$ cat config.mk
export PLATFORM = sky130hd
export DESIGN_NAME = tmr_unit
export DESIGN_NICKNAME = d
export VERILOG_FILES = /design/src/rtl/tmr_pkg.sv /design/src/rtl/tmr_regs.sv /design/src/rtl/tmr_counter.sv /design/src/rtl/tmr_irq.sv /design/src/rtl/tmr_unit.sv
export SDC_FILE = /design/constraint.sdc
export NUM_CORES = 1
export LEC_CHECK = 0
export ABC_AREA = 1
export BUFFER_PORTS_ARGS = -buffer_cell sky130_fd_sc_hd__buf_2
export CORE_AREA = 2 2 108 110
export CTS_BUF_LIST = sky130_fd_sc_hd__clkbuf_8 sky130_fd_sc_hd__clkbuf_16
export DETAILED_ROUTE_END_ITERATION = 8
export DIE_AREA = 0 0 110 112
export HOLD_SLACK_MARGIN = 0.12
export PLACE_DENSITY = 0.57
export SLEW_MARGIN = 5
export SYNTH_ARGS = -nofsm -noshare
export SYNTH_HDL_FRONTEND = slang
export SYNTH_HIERARCHICAL = 1
export SYNTH_SLANG_ARGS = --single-unit
$ cat constraint.sdc
create_clock -name clk -period 4.4 [get_ports clk]
set_input_delay 0.66 -clock clk [delete_from_list [all_inputs] [get_ports clk]]
set_output_delay 0.66 -clock clk [all_outputs]
set_load 0.01 [all_outputs]
$ cat src/rtl/tmr_pkg.sv
package tmr_pkg;

  // Byte-address bit that picks one of the two words in the window.
  localparam int WORD_SEL_BIT = 2;

  typedef enum logic {
    SEL_LOAD = 1'b0,
    SEL_CTRL = 1'b1
  } reg_sel_e;

endpackage

$ cat src/rtl/tmr_regs.sv
module tmr_regs
  import tmr_pkg::*;
#(
  parameter int DATA_W = 32,
  parameter int CNT_W  = 29,
  parameter int ADDR_W = 3
) (
  input  logic              clk,
  input  logic              rst_n,
  input  logic              bus_we,
  input  logic [ADDR_W-1:0] bus_addr,
  input  logic [DATA_W-1:0] bus_wdata,
  input  logic              oneshot_done,
  input  logic              irq_flag,
  output logic              cfg_en,
  output logic              cfg_per,
  output logic [CNT_W-1:0]  cfg_val,
  output logic              load_wr,
  output logic              clr_wr,
  output logic [DATA_W-1:0] bus_rdata
);

  localparam int RUN_BIT = DATA_W - 1;
  localparam int REP_BIT = DATA_W - 2;
  localparam int CLR_BIT = DATA_W - 2;
  localparam logic [DATA_W-1:0] USED_MASK =
    (DATA_W'(1) << RUN_BIT) | (DATA_W'(1) << REP_BIT) | ((DATA_W'(1) << CNT_W) - DATA_W'(1));
  localparam logic [ADDR_W-1:0] SEL_MASK = ADDR_W'(1) << WORD_SEL_BIT;

  reg_sel_e sel;
  assign sel     = reg_sel_e'(bus_addr[WORD_SEL_BIT]);
  assign load_wr = bus_we && (sel == SEL_LOAD);
  assign clr_wr  = bus_we && (sel == SEL_CTRL) && bus_wdata[CLR_BIT];

  // Address and data bits with no function in this window.
  logic unused_bits;
  assign unused_bits = ^{bus_addr & ~SEL_MASK, bus_wdata & ~USED_MASK};

  always_ff @(posedge clk or negedge rst_n) begin
    if (!rst_n) begin
      cfg_en  <= 1'b0;
      cfg_per <= 1'b0;
      cfg_val <= '0;
    end else if (load_wr) begin
      cfg_en  <= bus_wdata[RUN_BIT];
      cfg_per <= bus_wdata[REP_BIT];
      cfg_val <= bus_wdata[CNT_W-1:0];
    end else if (oneshot_done) begin
      cfg_en  <= 1'b0;
    end
  end

  always_comb begin
    bus_rdata = '0;
    if (sel == SEL_LOAD) begin
      bus_rdata[RUN_BIT]   = cfg_en;
      bus_rdata[REP_BIT]   = cfg_per;
      bus_rdata[CNT_W-1:0] = cfg_val;
    end else begin
      bus_rdata[CLR_BIT] = irq_flag;
    end
  end

endmodule

$ cat src/rtl/tmr_counter.sv
module tmr_counter #(
  parameter int CNT_W = 29
) (
  input  logic             clk,
  input  logic             rst_n,
  input  logic             tick,
  input  logic             load_wr,
  input  logic [CNT_W-1:0] load_val,
  input  logic             run,
  input  logic             repeat_mode,
  input  logic [CNT_W-1:0] reload_val,
  output logic             expire,
  output logic [CNT_W-1:0] cnt_q
);

  logic at_zero;
  assign at_zero = (cnt_q == '0);
  // A load write takes priority over a tick in the same cycle.
  assign expire  = run && tick && !load_wr && at_zero;

  always_ff @(posedge clk or negedge rst_n) begin
    if (!rst_n) begin
      cnt_q <= '0;
    end else if (load_wr) begin
      cnt_q <= load_val;
    end else if (run && tick) begin
      if (at_zero) begin
        cnt_q <= repeat_mode ? reload_val : '0;
      end else begin
        cnt_q <= cnt_q - CNT_W'(1);
      end
    end
  end

endmodule

$ cat src/rtl/tmr_irq.sv
module tmr_irq (
  input  logic clk,
  input  logic rst_n,
  input  logic set_evt,
  input  logic clr_evt,
  output logic flag
);

  // Set wins over clear when both land in one cycle.
  always_ff @(posedge clk or negedge rst_n) begin
    if (!rst_n) begin
      flag <= 1'b0;
    end else if (set_evt) begin
      flag <= 1'b1;
    end else if (clr_evt) begin
      flag <= 1'b0;
    end
  end

endmodule

$ cat src/rtl/tmr_unit.sv
module tmr_unit #(
  parameter int DATA_W = 32,
  parameter int CNT_W  = 29,
  parameter int ADDR_W = 3
) (
  input  logic              clk,
  input  logic              rst_n,
  input  logic              tick,
  input  logic              bus_we,
  input  logic [ADDR_W-1:0] bus_addr,
  input  logic [DATA_W-1:0] bus_wdata,
  output logic [DATA_W-1:0] bus_rdata,
  output logic              irq
);

  logic             cfg_en;
  logic             cfg_per;
  logic [CNT_W-1:0] cfg_val;
  logic             load_wr;
  logic             clr_wr;
  logic             expire;
  logic [CNT_W-1:0] cnt_q;
  logic             oneshot_done;

  assign oneshot_done = expire && !cfg_per;

  tmr_regs #(
    .DATA_W(DATA_W),
    .CNT_W (CNT_W),
    .ADDR_W(ADDR_W)
  ) u_regs (
    .clk         (clk),
    .rst_n       (rst_n),
    .bus_we      (bus_we),
    .bus_addr    (bus_addr),
    .bus_wdata   (bus_wdata),
    .oneshot_done(oneshot_done),
    .irq_flag    (irq),
    .cfg_en      (cfg_en),
    .cfg_per     (cfg_per),
    .cfg_val     (cfg_val),
    .load_wr     (load_wr),
    .clr_wr      (clr_wr),
    .bus_rdata   (bus_rdata)
  );

  tmr_counter #(
    .CNT_W(CNT_W)
  ) u_cnt (
    .clk        (clk),
    .rst_n      (rst_n),
    .tick       (tick),
    .load_wr    (load_wr),
    .load_val   (bus_wdata[CNT_W-1:0]),
    .run        (cfg_en),
    .repeat_mode(cfg_per),
    .reload_val (cfg_val),
    .expire     (expire),
    .cnt_q      (cnt_q)
  );

  tmr_irq u_irq (
    .clk    (clk),
    .rst_n  (rst_n),
    .set_evt(expire),
    .clr_evt(clr_wr),
    .flag   (irq)
  );

endmodule

# --- After elaboration in Yosys (flattened, before gate mapping) ---
# Cells that the tools add are included.
word_totals:
  regBits: 61
  inputBits: 39
classes:
  add_sub_neg: 1
  n_mux: 11
  bitwise: 1
  reduce_logical: 13
ops:
  columns: ["op", "count"]
  rows:
  - ["29-bit 2-to-1 mux", 5]
  - ["29-bit zero test", 1]
  - ["29-bit by 1-bit subtractor with 29-bit output (second input constant)", 1]
  - ["1-bit logical AND", 7]
  - ["1-bit 2-to-1 mux", 6]
  - ["2-bit nonzero test", 3]
  - ["1-bit zero test", 2]
  - ["1-bit inverter", 1]

# --- Longest topological paths before layout ---
depth:
  word_depth: 8
  mapped_depth: 14
  mapped_depth_nobuf: 13

# --- Modules after synthesis ---
# The synthesis kept the hierarchy.
modules_own_cells:
  columns: ["module", "instances", "cells_per_inst", "area_each_um2", "seq_area_each_um2"]
  rows:
  - ["tmr_counter", 1, 468, 2715.1, 725.7]
  - ["tmr_regs", 1, 208, 1604.0, 775.7]
  - ["tmr_irq", 1, 5, 40.0, 25.0]
  - ["tmr_unit", 1, 2, 10.0, 0.0]

# --- Worst setup path before layout ---
# No wires, ideal clock.
synth_path:
  path_kind: "input to register"
  from: "in bus_we"
  to: "reg u_cnt.cnt_q[28]"
  setup_ns: 0.132
  arrival_time_ns: 1.972
  required_time_ns: 4.268
  slack_ns: 2.296
  path_stages: 12
  n_path_buf: 4
  cell_sequence: "buf_4 > nand2_8 > buf_8 > inv_1 > inv_1 > clkbuf_1 > nand2_1 > inv_1 > clkbuf_1 > nor2_1 > nand2_1 > o21ai_1"
synth_via:
  elab_chain_len: 2
synth_rtl:
  columns: ["element", "line", "source"]
  rows:
  - ["from (decl)", "tmr_unit.sv:9", "input logic bus_we,"]
  - ["1-bit logical AND *", "tmr_regs.sv:32", "assign load_wr = bus_we && (sel == SEL_LOAD);"]
  - ["net load_wr", "tmr_unit.sv:19", "logic load_wr;"]
  - ["29-bit 2-to-1 mux / 2-bit nonzero test (equally long branches)", null, null]
  - ["to (signal assigned)", "tmr_counter.sv:25", "cnt_q <= load_val;"]
  - ["to (signal assigned)", "tmr_counter.sv:28", "cnt_q <= repeat_mode ? reload_val : '0;"]
  - ["to (signal assigned)", "tmr_counter.sv:30", "cnt_q <= cnt_q - CNT_W'(1);"]
  - ["to (decl)", "tmr_counter.sv:13", "output logic [CNT_W-1:0] cnt_q"]
# The timed path passes the listed nets; every way through them passes the cells marked *.
# A chain may end at the register's enable or synchronous reset.

# --- Worst setup path in the final report ---
layout_path:
  from: "in bus_addr[2]"
  to: "reg u_cnt.cnt_q[2]"
layout_via:
  elab_chain_len: 3
layout_rtl:
  columns: ["element", "line", "source"]
  rows:
  - ["from (decl)", "tmr_unit.sv:10", "input logic [ADDR_W-1:0] bus_addr,"]
  - ["1-bit inverter *", null, null]
  - ["1-bit logical AND *", "tmr_regs.sv:32", null]
  - ["net load_wr", "tmr_unit.sv:19", null]
  - ["29-bit 2-to-1 mux / 2-bit nonzero test (equally long branches)", null, null]
# Marks and branches as above.

==> impl_metrics.py <==
metrics = {
    "status": {
        "status": "finished clean",
    },
    "global_routing": {
        "gr-usage-met2_pct": 32.5,
        "grt_pass1_vias": 4286,
        "use_met1_pct": 34.2,
        "grt_pass1_wl_mm": 21.8,
        "antenna_found_initial": 0,
        "overflow": 0,
        "track_usage_pct": 22.6,
        "grt_most_used_layer": "met1",
        "grt_util_met3_pct": 4.33,
        "grt_max_degree": 47,
    },
    "clocking": {
        "clk_pin_slew_worst_paths_ns": 0.05,
        "clockBufferDepth": 2,
        "insertion_delay_ns": 0.33,
        "cts_tree": "yes",
        "cts_setup_buffers": 0,
        "ctsResizeCount": 0,
        "root_buffer": "clkbuf_16",
        "cts.sinks": 61,
        "cts-buffers-inserted": 9,
        "ctsHoldBuffers": 0,
        "htree_levels": 3,
    },
    "synth": {
        "synthArstFlopShare_pct": 100,
        "yosysUniqueCellTypes": 35,
        "synth_edf_count": 0,
        "synth_area_per_cell_um2": 6.40,
        "synth_top_area_share_pct": 34.9,
        "yosys.area.top_type": "dfrtp_1",
        "synth.ff_latch_count": 61,
        "synth_common_cells": "nand2_1 (225), nor2_1 (93), inv_1 (80)",
        "syn_nets": 723,
        "yosysMostFrequentCell": "nand2_1",
        "syn_area_um2": 4370,
        "synth-main-ff-cell": "dfrtp_1",
        "syn_inst": 683,
        "synth-warning-count": 6,
        "ys_seq_area_share_pct": 34.9,
        "synthTopCellsByArea": "dfrtp_1 (35%), nand2_1 (19%), nand3_1 (8.6%)",
    },
    "worst_setup_path": {
        "cp-start-kind": "primary input",
        "path_max_fanout": 46,
        "cp-startpoint": "bus_addr[2]",
        "critical_path_class": "in2reg",
        "cp-end-kind": "register",
        "crit_buf_inv": 5,
        "cp_common_cell": "inv_1",
        "critical-path-top-delay-family": "buffers and inverters",
        "required_ns": 4.60,
        "path_cells": "buf_2 > inv_8 > nand2_8 > inv_1 > inv_1 > buf_4 > o21ai_0 > o21ai_1",
        "crit_path_top_delay_cell": "inv_1",
        "timing.rr.start": "u_cnt/cnt_q[0]$_DFFE_PN0P_",
        "cp_data_arrival_time_ns": 2.68,
        "slowest_delay_ns": 0.51,
    },
    "place": {
        "routabilityCongestion": 0.910,
        "io_buffers": 67,
        "hpwl_mm": 9.13,
        "place_area_um2": 4700,
    },
    "timing": {
        "maxSlewHeadroom_pct": 60.5,
        "report.final.slew_viol_count": 0,
        "finalSetupTns_ns": 0,
        "setup_viol": 0,
        "skew_ns": 0.00469,
        "hold_ws_ns": 0.331,
        "max_freq_ghz": 0.404,
        "rsz0062_at_grt": "no",
        "hold_viol": 0,
        "period_needed_ns": 2.47,
        "worst_pin_slew_ns": 0.592,
        "fin_crit_sh_pct": 56.2,
    },
    "power_and_ir_drop": {
        "combPwrFrac_pct": 34.9,
        "switching_share_pct": 40.7,
        "intPower_w": 0.00132,
        "pwr-share-seq_pct": 37.5,
        "pwr_density_cell_nw_per_um2": 451,
        "power_frac_clock_pct": 27.6,
        "power.net_switching_w": 0.000908,
        "power_leakage_nw": 2.77,
        "peakVddDrop_uv": 259,
    },
    "routing": {
        "drc_errors": 0,
        "routed_via_density": 5.00,
        "drt_iter0_drc": 370,
        "ant_nets": 0,
        "first_pass_iters": 5,
        "post_drt_wl_per_cell_um": 14.6,
        "routed_wl_mm": 12.8,
        "num_vias": 4394,
    },
    "layout": {
        "num-fill-cells": 1154,
        "final-seq-area_um2": 1530,
        "stdcell_area_um2": 4950,
        "finish.utilization_pct": 44.3,
        "layout.nets": 773,
        "drive_gt1_share_pct": 16.6,
        "multi_input_area_um2": 2280,
        "syn2layout_area_growth_pct": 13.2,
        "num_antenna_cells": 0,
    },
    "flow_run": {
        "cap_violations": 0,
    },
    "floorplanning": {
        "coreArea_um2": 11200,
        "start_util_pct": 39.1,
        "num_rows": 39,
        "fp.dieH_um": 112,
        "dieArea_um2": 12300,
        "ios": 72,
        "die_w_um": 110,
    },
    "min_path": {
        "hold_path_class": "in2async",
    },
}
==> area by class of cell <==
cell class	count	area share (%)
repair buffers	74	7.84
clock buffers	9	4.55
well taps	143	3.62
inverters	85	6.60
flip-flops and latches	61	30.9
clock inverters	5	0.455
multi-input cells	502	46.1
==> power groups by stage <==
stage | Clock [W] | Combinational, W | Sequential (W)
floorplan | 0 | 0.000596 | 0.000793
global placement | 0 | 0.000758 | 0.000840
detailed placement | 0 | 0.000769 | 0.000843
CTS | 0.000626 | 0.000775 | 0.000835
global route | 0.000652 | 0.000902 | 0.000856
finish | 0.000616 | 0.000780 | 0.000837
==> cell usage in the layout, fill, tap and decap left out, drive strengths merged, types with 2 or more instances in the layout <==
| master | netlist | final |
|---|---|---|
| nand2 | 241 | 241 |
| nor2 | 103 | 103 |
| inv | 85 | 87 |
| nand3 | 76 | 76 |
| buf | 24 | 74 |
| dfrtp | 61 | 61 |
| o21ai | 44 | 44 |
| nand4 | 15 | 15 |
| clkbuf | 11 | 9 |
| xor2 | 6 | 6 |
| xnor2 | 5 | 5 |
| clkinv | 0 | 3 |
| or2 | 3 | 3 |
| o21bai | 2 | 2 |
| a21oi | 2 | 2 |
==> kinds of logic after synthesis <==
logic type               synth area share (%)
AO/OA/AOI/OAI                            5.70
other                                  0.0858
adder cells (fa/ha/maj)                 0.286
buffers and inverters                    12.9
XOR/XNOR                                 2.20
AND/OR/NAND/NOR                          43.9
flip-flops                               34.9
==> layer usage <==
layer | routed length [µm] | vias to the layer above
met5 | 0 | -
met4 | 171 | 0
met3 | 751 | 13
met2 | 5630 | 140
met1 | 6290 | 2038
li1 | - | 2203
==> sequential cells by signal (all words and copies together) (netlist names) <==
signal / cells
u_cnt/cnt_q: 29
u_regs/cfg_en: 1
u_regs/cfg_per: 1
u_irq/flag: 1
u_regs/cfg_val: 29
==> per-stage QoR <==
stage                     total power, W  setup WS (ns)  std cells
after detailed placement         0.00161           1.66        865
after floorplan                  0.00139           2.30        683
after CTS                        0.00224           1.99        879
after global placement           0.00160           1.65        865
final                            0.00223           1.93        879
after global routing             0.00241           1.79        879
==> final timing paths <==
kind / to / slack (ns) / cells after the start
max in group asynchronous: u_cnt/cnt_q[22]$_DFFE_PN0P_ / 3.16 / 2
worst max-delay path: u_cnt/cnt_q[2]$_DFFE_PN0P_ / 1.93 / 8
worst min register to register: u_cnt/cnt_q[0]$_DFFE_PN0P_ / 0.50 / 2
worst max register to register: u_regs/cfg_en$_DFFE_PN0P_ / 2.12 / 13
worst min-delay path: u_regs/cfg_val[2]$_DFFE_PN0P_ / 0.33 / 1
min in group clk: u_cnt/cnt_q[0]$_DFFE_PN0P_ / 0.50 / 2
Power figures use the tool's default switching activity.
